### src/rtl/booth4_pkg.sv
package booth4_pkg;

  // Signed digit in [-2,2]: magnitude is zero, one or two; neg gives the sign.
  typedef struct packed {
    logic neg;
    logic two;
    logic zero;
  } bdigit_t;

  // Three overlapping multiplier bits {hi, mid, lo} -> signed digit.
  function automatic bdigit_t recode_triplet(input logic [2:0] t);
    bdigit_t d;
    case (t)
      3'b000:  d = '{neg: 1'b0, two: 1'b0, zero: 1'b1};
      3'b001:  d = '{neg: 1'b0, two: 1'b0, zero: 1'b0};
      3'b010:  d = '{neg: 1'b0, two: 1'b0, zero: 1'b0};
      3'b011:  d = '{neg: 1'b0, two: 1'b1, zero: 1'b0};
      3'b100:  d = '{neg: 1'b1, two: 1'b1, zero: 1'b0};
      3'b101:  d = '{neg: 1'b1, two: 1'b0, zero: 1'b0};
      3'b110:  d = '{neg: 1'b1, two: 1'b0, zero: 1'b0};
      default: d = '{neg: 1'b0, two: 1'b0, zero: 1'b1};
    endcase
    return d;
  endfunction

endpackage

### src/rtl/booth4_recode.sv
module booth4_recode
  import booth4_pkg::*;
(
  input  logic [2:0] trip,
  output bdigit_t    dig
);
  always_comb dig = recode_triplet(trip);
endmodule

### src/rtl/booth4_ppgen.sv
module booth4_ppgen
  import booth4_pkg::*;
#(
  parameter int PW = 32
) (
  input  bdigit_t          dig,
  input  logic [PW-1:0]    mcand,
  output logic [PW-1:0]    addend,
  output logic             cin
);
  logic [PW-1:0] mult;

  always_comb begin
    if (dig.zero)      mult = '0;
    else if (dig.two)  mult = {mcand[PW-2:0], 1'b0};
    else               mult = mcand;
    addend = dig.neg ? ~mult : mult;
    cin    = dig.neg;
  end
endmodule

### src/rtl/booth4_ctrl.sv
module booth4_ctrl #(
  parameter int STEPS = 8
) (
  input  logic clk,
  input  logic rst_n,
  input  logic start,
  output logic busy,
  output logic done,
  output logic load,
  output logic step,
  output logic last
);
  localparam int CW = (STEPS > 1) ? $clog2(STEPS) : 1;

  logic [CW-1:0] cnt_q;

  assign load = start && !busy;
  assign step = busy;
  assign last = busy && (cnt_q == CW'(STEPS - 1));

  always_ff @(posedge clk or negedge rst_n) begin
    if (!rst_n) begin
      busy  <= 1'b0;
      done  <= 1'b0;
      cnt_q <= '0;
    end else begin
      done <= last;
      if (load) begin
        busy  <= 1'b1;
        cnt_q <= '0;
      end else if (last) begin
        busy  <= 1'b0;
        cnt_q <= '0;
      end else if (step) begin
        cnt_q <= cnt_q + 1'b1;
      end
    end
  end
endmodule

### src/rtl/booth4_mul.sv
module booth4_mul
  import booth4_pkg::*;
#(
  parameter int W = 16
) (
  input  logic            clk,
  input  logic            rst_n,
  input  logic            start,
  input  logic [W-1:0]    op_a,
  input  logic [W-1:0]    op_b,
  output logic            busy,
  output logic            done,
  output logic [2*W-1:0]  product
);
  localparam int PW    = 2 * W;
  localparam int STEPS = W / 2;

  logic [PW-1:0] mcand_q;
  logic [W:0]    mplr_q;
  logic [PW-1:0] acc_q;

  // Named internal events for the checker.
  logic          load_fire;
  logic          step_fire;
  logic          last_fire;
  bdigit_t       dig;
  logic [2:0]    dig_bits;
  logic [PW-1:0] addend;
  logic          cin;

  booth4_ctrl #(.STEPS(STEPS)) u_ctrl (
    .clk  (clk),
    .rst_n(rst_n),
    .start(start),
    .busy (busy),
    .done (done),
    .load (load_fire),
    .step (step_fire),
    .last (last_fire)
  );

  booth4_recode u_rec (
    .trip(mplr_q[2:0]),
    .dig (dig)
  );

  booth4_ppgen #(.PW(PW)) u_pp (
    .dig   (dig),
    .mcand (mcand_q),
    .addend(addend),
    .cin   (cin)
  );

  assign dig_bits = dig;
  assign product  = acc_q;

  always_ff @(posedge clk or negedge rst_n) begin
    if (!rst_n) begin
      mcand_q <= '0;
      mplr_q  <= '0;
      acc_q   <= '0;
    end else if (load_fire) begin
      mcand_q <= {{W{op_a[W-1]}}, op_a};
      mplr_q  <= {op_b, 1'b0};
      acc_q   <= '0;
    end else if (step_fire) begin
      acc_q   <= acc_q + addend + {{(PW-1){1'b0}}, cin};
      mcand_q <= {mcand_q[PW-3:0], 2'b00};
      mplr_q  <= {{2{mplr_q[W]}}, mplr_q[W:2]};
    end
  end
endmodule

### config.mk
export PLATFORM = sky130hd
export DESIGN_NAME = booth4_mul
export DESIGN_NICKNAME = d
export VERILOG_FILES = /design/src/rtl/booth4_pkg.sv /design/src/rtl/booth4_recode.sv /design/src/rtl/booth4_ppgen.sv /design/src/rtl/booth4_ctrl.sv /design/src/rtl/booth4_mul.sv
export SDC_FILE = /design/constraint.sdc
export NUM_CORES = 1
export LEC_CHECK = 0
export BUFFER_PORTS_ARGS = -buffer_cell sky130_fd_sc_hd__buf_4
export CAP_MARGIN = 20
export CORE_UTILIZATION = 55
export CTS_BUF_LIST = sky130_fd_sc_hd__clkbuf_16
export CTS_CLUSTER_DIAMETER = 150
export DETAILED_ROUTE_END_ITERATION = 6
export PLACE_DENSITY = 0.72
export SLEW_MARGIN = 20
export SYNTH_ARGS = -nofsm -noshare
export SYNTH_HDL_FRONTEND = slang
export SYNTH_HIERARCHICAL = 1
export SYNTH_SLANG_ARGS = --single-unit
### constraint.sdc
create_clock -name clk -period 10.58 [get_ports clk]
set_input_delay 3.174 -clock clk [delete_from_list [all_inputs] [get_ports clk]]
set_output_delay 3.174 -clock clk [all_outputs]
set_load 0.005 [all_outputs]
### Yosys cells after proc, flatten, opt, wreduce, memory -nomap -nowiden

Index checks and enable logic that the tools add are counted.

| word-level totals | value |
|---|---|
| flip-flop bits (word level) | 86 |
| input port bits | 35 |
| output and inout port bits | 34 |
| word-level logic and storage cells | 41 |

| operators by class | value |
|---|---|
| add/subtract/negate cells | 3 |
| equality and inequality tests | 7 |
| multiplexer cells | 15 |
| bitwise gates (word level) | 1 |
| reductions and logical operators | 8 |

Operators by type and width:

| kind | number |
|---|---|
| $mux W32 | 7 |
| $add A32 B1 Y32 | 1 |
| $add A32 B32 Y32 | 1 |
| $not A32 Y32 | 1 |
| $mux W17 | 1 |
| $mux W16 | 1 |
| $eq A3 B3 Y1 const B | 4 |
| $pmux W3 S4 | 1 |
| $mux W3 | 3 |
| $eq A3 B2 Y1 const B | 2 |
| $reduce_bool A2 Y1 | 2 |
| $reduce_or A2 Y1 | 2 |
| $add A3 B1 Y3 const B | 1 |
| $eq A3 B1 Y1 const B | 1 |
| $reduce_bool A3 Y1 | 1 |
| $logic_and A1 B1 Y1 | 2 |
| $mux W1 | 2 |
| $logic_not A1 Y1 | 1 |

### Logic depth before layout (Yosys ltp)

Gate-level depths: netlist (run 1).

| depth | value |
|---|---|
| depth after elaboration | 11 |
| gate-level depth with buffers | 19 |
| mapped depth without buffers | 17 |

### By module

Netlist (run 1), hierarchy kept.

Modules (own cells, without submodules):

| module | times used | cells each | area each (µm²) | seq. area each (µm²) |
|---|---|---|---|---|
| booth4_mul | 1 | 520 | 4924.7 | 2026.9 |
| booth4_ppgen | 1 | 108 | 835.8 | 0.0 |
| booth4_ctrl | 1 | 18 | 221.5 | 125.1 |
| booth4_recode | 1 | 7 | 37.5 | 0.0 |

### Least setup slack after synthesis (run 1)

OpenSTA, ideal clock, no wires.

| path | value |
|---|---|
| kind | input -> register |
| from | input port start |
| to | register mcand_q[15] |
| library setup time | 0.132 ns |
| data arrival time | 4.237 ns |
| data required time | 10.448 ns |
| path slack | 6.211 ns |
| stages on the path | 6 |
| path buffers | 3 |
| cells stage by stage | nor2b_1 > clkbuf_1 > nor2b_1 > clkbuf_1 > buf_1 > nor2_1 |

| between the ends | value |
|---|---|
| cells in the longest elaborated chain, start to end | 2 |
| elaborated cells between the ends (all ways) | 3 |
| those cells by class | mux: 1; reduce/logical: 2 |

Ends and longest elaborated chain:

| element | RTL line | RTL |
|---|---|---|
| from (decl) | booth4_mul.sv:8 | `input logic start,` |
| $logic_and A1 B1 Y1 (*) | booth4_ctrl.sv:17 | `assign load = start && !busy;` |
| $mux W32 / $reduce_bool A2 Y1 (equally long branches) | -- |  |
| to (signal assigned) | booth4_mul.sv:63 | `mcand_q <= {{W{op_a[W-1]}}, op_a};` |
| to (signal assigned) | booth4_mul.sv:68 | `mcand_q <= {mcand_q[PW-3:0], 2'b00};` |
| to (decl) | booth4_mul.sv:18 | `logic [PW-1:0] mcand_q;` |

Mark *: on every way between the ends. The rest lies on a longest branch, timed or not.
A chain may end at the register's enable or synchronous reset.

==> flow_metrics.tcl, run 1 <==
set metrics [dict create \
    status "finished, final reports clean" \
    reg2reg_depth 17 \
    r2r_slack_ns 5.13 \
    initialDrtViolationCount 184 \
    cts_tree "done" \
    synth_fa_ha_area_frac 0.0732 \
    holdPathEnd "u_ctrl/cnt_q[2]" \
    synthCells 653 \
    hold_violations 0 \
    io_pins 69 \
    synth_fp_nets 722 \
    cts_root_buf "clkbuf_16" \
    rsz0062_at_grt "no" \
    cp_top_family "compound AO/OA/AOI/OAI gates" \
    tightest_slew_ns 0.998 \
    route.vias.total 4786 \
    cts_buffers 9 \
    syn_area_um2 6020 \
    r2r-start "mplr_q[0]" \
    dp_hpwl_um 8760 \
    grt_util_met1 0.319 \
    cts_resized 0 \
    clock-sinks 86 \
    nets 765 \
    hp-class "reg -> reg" \
    cap_violations 0 \
    gr-usage-met2 0.400 \
    synth_xor_area_frac 0.0757 \
    met3_usage 0.0286 \
    top_usage_layer "met2" \
    multi_input_area_um2 3640 \
    post-route-period-util 0.515 \
    worst-setup-path-type "reg -> reg" \
    die_x_um 107 \
    finalSetupViolCount 0 \
    synth_top_family_by_area "compound AO/OA/AOI/OAI gates" \
    yosysSeqAreaShare 0.358 \
    crit_slowest_cell "nand2_1" \
    path_clk_slew_ns 0.06 \
    grt_overflow 0 \
    cts_setup_buffers 0 \
    gp_congestion 0.873 \
    post_route_cells_drive_above_1_share 0.143 \
    avgSynthCellArea_um2 9.22 \
    die_area_um2 11400 \
    yosys.area_share.simple 0.156 \
    grt_pass1_wl_um 22000 \
    dp_slack_ns 5.20 \
    cp_max_fo 32 \
    syn2layout_area_growth_pct 13.3 \
    netlist-cell-type-count 56 \
    slowest_delay_ns 0.74 \
    ff_latch_area_um2 2160 \
    whs_ns 0.506 \
    coreArea_um2 10500 \
    diodes 0 \
    drt_wl_total_um 12800 \
    row_count 37 \
    synth_edf_count 0 \
    synth-seq-cells 86 \
    wl_per_cell_um 15.2 \
    h-tree-depth 3 \
    async_reset_ff_frac 1.00 \
    ant_nets 0 \
    synth-compound-area-share 0.165 \
    slew_headroom 0.333 \
    post_drt_via_cell_ratio 5.72 \
    min_path_cells 1 \
    firstDrtPassIters 4 \
    tns_ns 0 \
    route.detailed.drc 0 \
    initial_core_util 0.575 \
    cts_hold_buf 0 \
    clock_path_buffers 2 \
    yosys_warnings 6 \
    num-fill-cells 907 \
    synthMuxAreaShare 0.130 \
    crit_path_cell_trace "or3_1, nand2_1, nor2_1, nand2_1, xnor2_1, fa_1, fa_1, a21o_1, a21oi_1, o21bai_1, a31oi_1, o21ai_0, a211oi_1, o21ai_0, a31oi_1, nor4_1, a221o_1" \
    fin_area_um2 6820 \
    end_kind "flop" \
    crit_cells 17 \
    placed_area_um2 6530 \
    finalCriticalPeriod_ns 5.45 \
    maxSlewViolCount 0 \
    worstPathArrival_ns 5.68 \
    hold_start "u_ctrl/cnt_q[2]" \
    worst-path-buf-inv 0 \
    io_buffers 68 \
    yosys_most_used_dff "dfrtp_1" \
    track_usage 0.241 \
    die_h_um 107 \
    timing.final.ws_setup_ns 5.13 \
    grt_max_degree 85 \
    grt_pass1_vias 4713 \
    insertion_delay_ns 0.34 \
    finClkSkew_ns 0.00529 \
    max_freq_ghz 0.184 \
    cp.required_ns 10.81 \
    antenna_found_initial 0 \
    r2r-end "product[30]" \
    critPathLaunchType "flop" \
]
==> cells in the mapped netlist (4+ instances only) <==
cell type	count	area [um^2]
dfrtp_1	86	2150
nor2_1	86	323
mux2i_1	76	761
nand2_1	50	188
o21ai_0	49	245
xor2_1	41	359
ha_1	32	400
a21oi_1	25	125
a211oi_1	24	180
clkbuf_1	20	75.1
nor2b_1	19	119
a21o_1	16	120
nand2b_1	12	75.1
xnor2_1	11	96.3
and2_1	7	43.8
buf_1	7	26.3
inv_1	7	26.3
a31oi_1	5	31.3
buf_4	5	37.5
or3_1	5	31.3
and3_1	4	25.0
buf_2	4	20.0
nand3_1	4	20.0
nand3b_1	4	30.0
nor3_1	4	20.0
o211ai_1	4	30.0
==> logic make-up (layout without fill, tap and decap cells) <==
family          Yosys count  count (layout)
compound gates          152             152
xor+xnor                 52              52
fa+ha+maj                34              34
buf+inv                  47              95
flops                    86              86
mux                      78              78
simple gates            204             204
==> registers in the layout, summed over array words and instances, names as in the netlist <==
name          flops
mcand_q          32
u_ctrl/done       1
u_ctrl/busy       1
u_ctrl/cnt_q      3
product          32
mplr_q           17
==> cell usage in the layout, fill, tap and decap left out, types with 3 or more instances in the layout <==
cell and count:
nor2_1 86, dfrtp_1 85, mux2i_1 76, buf_4 72, nand2_1 50, o21ai_0 49
xor2_1 41, ha_1 32, a21oi_1 25, a211oi_1 24, nor2b_1 17, a21o_1 16
nand2b_1 12, xnor2_1 11, clkbuf_16 9, inv_1 7, and2_1 6, a31oi_1 5
or3_1 5, and3_1 4, nand3_1 4, o211ai_1 4, nor3_1 4, nand3b_1 4
nand4_1 3, o21bai_1 3, o21a_1 3, clkinv_2 3
==> layer usage <==
layer  vias up  part of all wire
li1       2404                 -
met1      2252              0.46
met5         -                 0
met2       112              0.48
met3        18             0.042
met4         0             0.018
==> final cells by class <==
class	count	share of cell area
Clock buffer	9	0.0330
Sequential cell	86	0.316
Clock inverter	7	0.00954
Multi-Input combinational cell	520	0.533
Inverter	7	0.00385
Tap cell	136	0.0250
Timing Repair Buffer	72	0.0793
==> worst max-delay path by stage <==
stage,startpoint,endpoint
floorplan,start,mcand_q[15]
global placement,mplr_q[0],product[30]
detailed placement,mplr_q[0],product[30]
CTS,mplr_q[0],product[30]
global route,mplr_q[0],product[30]
finish,mplr_q[0],product[30]
==> metrics by stage <==
| stage | cells | util |
|---|---|---|
| 6_report | 837 | 0.652 |
| 4_1_cts | 837 | 0.652 |
| 2_1_floorplan | 653 | - |
| 3_3_place_gp | 821 | 0.624 |
| 3_5_place_dp | 821 | 0.624 |
| 5_1_grt | 837 | 0.652 |
Power of run 1 is not shown: default switching activity piles up to over one toggle a cycle in this logic, so the estimate is an artifact.
==> run 2, diff against run 1 <==
Clock period 10.58 ns to 5.48 ns, I/O delays scaled along.
==> run 2 against run 1 <==
Net effect: hold slack about the same; die area unchanged; core utilization increased by 0.65 points; routed wire length increased by 1.8%; cell area increased by 0.99%; highest routed layer unchanged; clock skew increased by 0.0014 ns; final cell count increased by 0.48%; register-to-register slack got worse by 4.5 ns.
==> flow_metrics.tcl, run 2 (synthesis gave the netlist of run 1 again) <==
set metrics [dict create \
    final_common_cell "nor2_1" \
    initial_core_util 0.575 \
    coreArea_um2 10500 \
    worst-path-buf-inv 0 \
    post_route_cells_drive_above_1_share 0.149 \
    maxSlewViolCount 0 \
    clock-sinks 86 \
    cts_resized 0 \
    post-route-period-util 0.880 \
    tns_ns 0 \
    cts_tree "done" \
    grt_pass1_wl_um 22400 \
    hp-class "reg -> reg" \
    cp_top_family "compound AO/OA/AOI/OAI gates" \
    final_cell_mix "nor2_1, dfrtp_1, mux2i_1, buf_4, nand2_1" \
    slew_headroom 0.392 \
    fin_area_um2 6890 \
    cts_setup_buffers 0 \
    row_count 37 \
    initialDrtViolationCount 193 \
    grt_max_degree 75 \
    worstPathArrival_ns 5.06 \
    crit_path_cell_trace "nand2b_1, o22ai_4, mux2i_1, nor2_1, xor2_1, ha_1, a211oi_2, nor2_1, o31a_1, a2111o_1, a211o_2, o311ai_4, a31oi_1, o211a_1, or3_1, a32o_1" \
    diodes 0 \
    nets 769 \
    insertion_delay_ns 0.34 \
    fin_cells 841 \
    die_x_um 107 \
    cts_hold_buf 0 \
    cts_root_buf "clkbuf_16" \
    cts_buffers 9 \
    hold_violations 0 \
    grt_overflow 0 \
    placed_area_um2 6560 \
    max_freq_ghz 0.207 \
    crit_top_cell "nor2_1" \
    io_buffers 68 \
    route.vias.total 4866 \
    io_pins 69 \
    grt_pass1_vias 4831 \
    crit_slowest_cell "o22ai_4" \
    die_area_um2 11400 \
    cp_max_fo 15 \
    syn2layout_area_growth_pct 14.4 \
    final_util 0.658 \
    place_inst 825 \
    end_kind "flop" \
    slowest_delay_ns 0.49 \
    h-tree-depth 3 \
    worst-setup-path-type "reg -> reg" \
    firstDrtPassIters 4 \
    antenna_found_initial 0 \
    clock_path_buffers 2 \
    dp_hpwl_um 9220 \
    critPathLaunchType "flop" \
    post_drt_via_cell_ratio 5.79 \
    die_h_um 107 \
    tightest_slew_ns 0.913 \
    rsz0062_at_grt "no" \
    finalSetupViolCount 0 \
    ant_nets 0 \
    wl_per_cell_um 15.4 \
    cap_violations 0 \
    status "finished, final reports clean" \
    cp.required_ns 5.72 \
    route.detailed.drc 0 \
    track_usage 0.245 \
    num-fill-cells 931 \
    finalCriticalPeriod_ns 4.82 \
    drt_wl_total_um 13000 \
    path_clk_slew_ns 0.07 \
    finClkSkew_ns 0.00669 \
    gp_congestion 0.886 \
]
## run 2: per-stage QoR
stage | setup WS, ns | hold slack [ns]
global route | 0.309 | 0.526
detailed placement | 0.715 | 0.495
CTS | 0.674 | 0.509
floorplan | 1.33 | 0.467
global placement | 0.889 | 0.479
finish | 0.660 | 0.506
## run 2: final cells by class
class                           instances  area, um^2  share of cell area
Timing Repair Buffer                   76         571              0.0828
Tap cell                              136         170              0.0247
Sequential cell                        86        2160               0.313
Clock buffer                            9         225              0.0327
Inverter                                7        26.3             0.00382
Clock inverter                          7         103              0.0149
Multi-Input combinational cell        520        3640               0.528
## run 2: routing by layer
| metal | vias up | wire length, um | track usage |
|---|---|---|---|
| li1 | 2404 | - | - |
| met1 | 2340 | 6090 | 0.317 |
| met2 | 101 | 6260 | 0.413 |
| met3 | 21 | 403 | 0.0334 |
| met4 | 0 | 241 | 0.102 |
| met5 | - | 0 | 0 |
## run 2: path summary, 6_finish.rpt
path                       slack, ns  cells after the start              end            start
max                             0.66                     16      product[29]        mplr_q[2]
min                             0.51                      1  u_ctrl/cnt_q[2]  u_ctrl/cnt_q[2]
max reg2reg                     0.66                     16      product[29]        mplr_q[2]
min reg2reg                     0.51                      1  u_ctrl/cnt_q[2]  u_ctrl/cnt_q[2]
max in group asynchronous       3.23                      2      mcand_q[16]            rst_n
min in group asynchronous       1.36                      1      u_ctrl/done            rst_n
Power of run 2 is left out for the same reason.
==> run 3, diff against run 2 <==
Settings changed: ABC_AREA set to 1, ABC_CLOCK_PERIOD_IN_PS set to 5480, PLACE_DENSITY 0.72 to 0.71.
==> run 3 against run 2 <==
Net effect: maximum frequency increased by 27%; hold slack worse by 0.024 ns; clock skew is 0.0016 ns higher; area after synthesis increased by 22%; sequential share of layout area down 4.7 points; flip-flop and latch count did not move; worst setup slack gained 1.0 ns; critical endpoint is now product[28].
==> flow_metrics.tcl, run 3 <==
set metrics [dict create \
    status "finished, final reports clean" \
    clock_path_buffers 2 \
    wl_per_cell_um 13.2 \
    final_cell_mix "nand2_1, inv_1, nand3_1" \
    grt_overflow 0 \
    path_clk_slew_ns 0.07 \
    ant_nets 0 \
    finalSetupViolCount 0 \
    syn_area_um2 7340 \
    synth.most_common_cell "nand2_1" \
    insertion_delay_ns 0.35 \
    tns_ns 0 \
    cts_buffers 9 \
    firstDrtPassIters 5 \
    min_path_cells 2 \
    worstPathArrival_ns 4.04 \
    post-route-period-util 0.691 \
    final_common_cell "nand2_1" \
    r2r-start "mplr_q[2]" \
    grt_pass1_vias 6507 \
    coreArea_um2 12800 \
    maxSlewViolCount 0 \
    row_count 41 \
    synthCells 1187 \
    async_reset_ff_frac 1.00 \
    netlist-cell-type-count 36 \
    post_route_cells_drive_above_1_share 0.102 \
    cts_setup_buffers 0 \
    grt_pass1_wl_um 31200 \
    cp_max_fo 47 \
    worst-setup-path-type "reg -> reg" \
    die_area_um2 13800 \
    rsz0062_at_grt "no" \
    reg2reg_depth 18 \
    io_buffers 68 \
    slew_headroom 0.387 \
    antenna_found_initial 0 \
    r2r-end "product[28]" \
    crit_start "mplr_q[2]" \
    h-tree-depth 3 \
    initial_core_util 0.572 \
    synth_area_leaders "dfrtp_1, nand2_1, inv_1" \
    io_pins 69 \
    finClkSkew_ns 0.00833 \
    initialDrtViolationCount 811 \
    finalCriticalPeriod_ns 3.79 \
    max_freq_ghz 0.264 \
    cts_resized 0 \
    hold_violations 0 \
    num-fill-cells 1281 \
    route.detailed.drc 0 \
    cts_tree "done" \
    cap_violations 0 \
    gp_congestion 0.929 \
    die_h_um 118 \
    synth_top_area_frac 0.293 \
    drt_wl_total_um 18600 \
    cp-endpoint "product[28]" \
    cts_root_buf "clkbuf_16" \
    r2r_slack_ns 1.69 \
    nets 1294 \
    die_x_um 118 \
    cts_hold_buf 0 \
    critPathLaunchType "flop" \
    synth_top_cell_by_area "dfrtp_1" \
    synth_fp_nets 1256 \
    synth_edf_count 0 \
    tightest_slew_ns 0.918 \
    track_usage 0.279 \
    clock-sinks 86 \
    yosys_warnings 6 \
    hp-class "reg -> reg" \
    synth-seq-cells 86 \
    yosysSeqAreaShare 0.293 \
    diodes 0 \
    post_drt_via_cell_ratio 5.14 \
    yosys_most_used_dff "dfrtp_1" \
    end_kind "flop" \
    grt_max_degree 65 \
    cp.required_ns 5.73 \
    syn2layout_area_growth_pct 10.2 \
    avgSynthCellArea_um2 6.18 \
    dp_hpwl_um 13600 \
    synthTopCellsByCount "nand2_1, inv_1, nand3_1" \
    route.vias.total 7210 \
]
[run 3: cell count changes in the layout (fill, tap and decap cells not counted), sizes merged, moves of 16 or more]
| cell | previous run | this run |
|---|---|---|
| o221ai | 0 | 32 |
| inv | 10 | 200 |
| a21o | 17 | 1 |
| o21ai | 51 | 25 |
| a211oi | 25 | 0 |
| mux2i | 76 | 0 |
| xor2 | 41 | 1 |
| nand3 | 4 | 108 |
| nand2 | 50 | 542 |
| nor2b | 19 | 0 |
| nor2 | 86 | 48 |
[run 3: worst min path at each step]
stage	slack (ns)	end	startpoint
3_3_place_gp	0.45	mplr_q[16]	mplr_q[16]
3_5_place_dp	0.46	u_ctrl/cnt_q[1]	u_ctrl/cnt_q[1]
4_1_cts	0.48	u_ctrl/cnt_q[1]	u_ctrl/cnt_q[1]
6_report	0.48	u_ctrl/cnt_q[1]	u_ctrl/cnt_q[1]
5_1_grt	0.52	mplr_q[16]	mplr_q[16]
2_1_floorplan	0.44	mplr_q[16]	mplr_q[16]
[run 3: per-stage QoR]
step	instances	instance area, um^2	util	hold WS [ns]	setup slack [ns]
3_5_place_dp	1386	7820	0.609	0.465	1.72
2_1_floorplan	1187	7340	-	0.443	2.71
6_report	1402	8090	0.631	0.482	1.69
5_1_grt	1402	8090	0.631	0.515	1.31
3_3_place_gp	1386	7820	0.609	0.455	1.77
4_1_cts	1402	8090	0.631	0.480	1.70
[run 3: kinds of logic (layout without fill, tap and decap cells)]
family,after synthesis,after routing,share of synthesized area
flops,86,86,0.293
buf+inv,246,289,0.144
compound gates,98,98,0.0899
fa+ha+maj,34,34,0.0600
simple gates,711,711,0.399
xor+xnor,12,12,0.0143
[run 3: worst max-delay path, cell delays in order (launching register included)]
cell and delay (ns):
dfrtp_1 0.39, inv_1 0.08, a21oi_2 0.09, buf_4 0.35, nor2_1 0.11, inv_2 0.56
nand3_1 0.14, nand2_1 0.09, nand2_1 0.07, fa_1 0.46, fa_1 0.47, nand3_1 0.12
nand3_1 0.15, nand3_1 0.12, nand3_1 0.12, nand2_1 0.12, nand3_1 0.08, nand3_1 0.09
nand2_1 0.05
[run 3: final cells by class]
class	count	area (um^2)	area share
Multi-Input combinational cell	855	4140	0.511
Sequential cell	86	2150	0.266
Inverter	198	751	0.0928
Timing Repair Buffer	75	563	0.0696
Clock buffer	9	225	0.0278
Tap cell	172	215	0.0266
Clock inverter	7	48.8	0.00603
[run 3: metal layers]
metal | global-route usage | share of wire
met1 | 0.393 | 0.49
met2 | 0.450 | 0.46
met3 | 0.0271 | 0.041
met4 | 0.0889 | 0.017
met5 | 0 | 0
Power of run 3 is left out for the same reason.
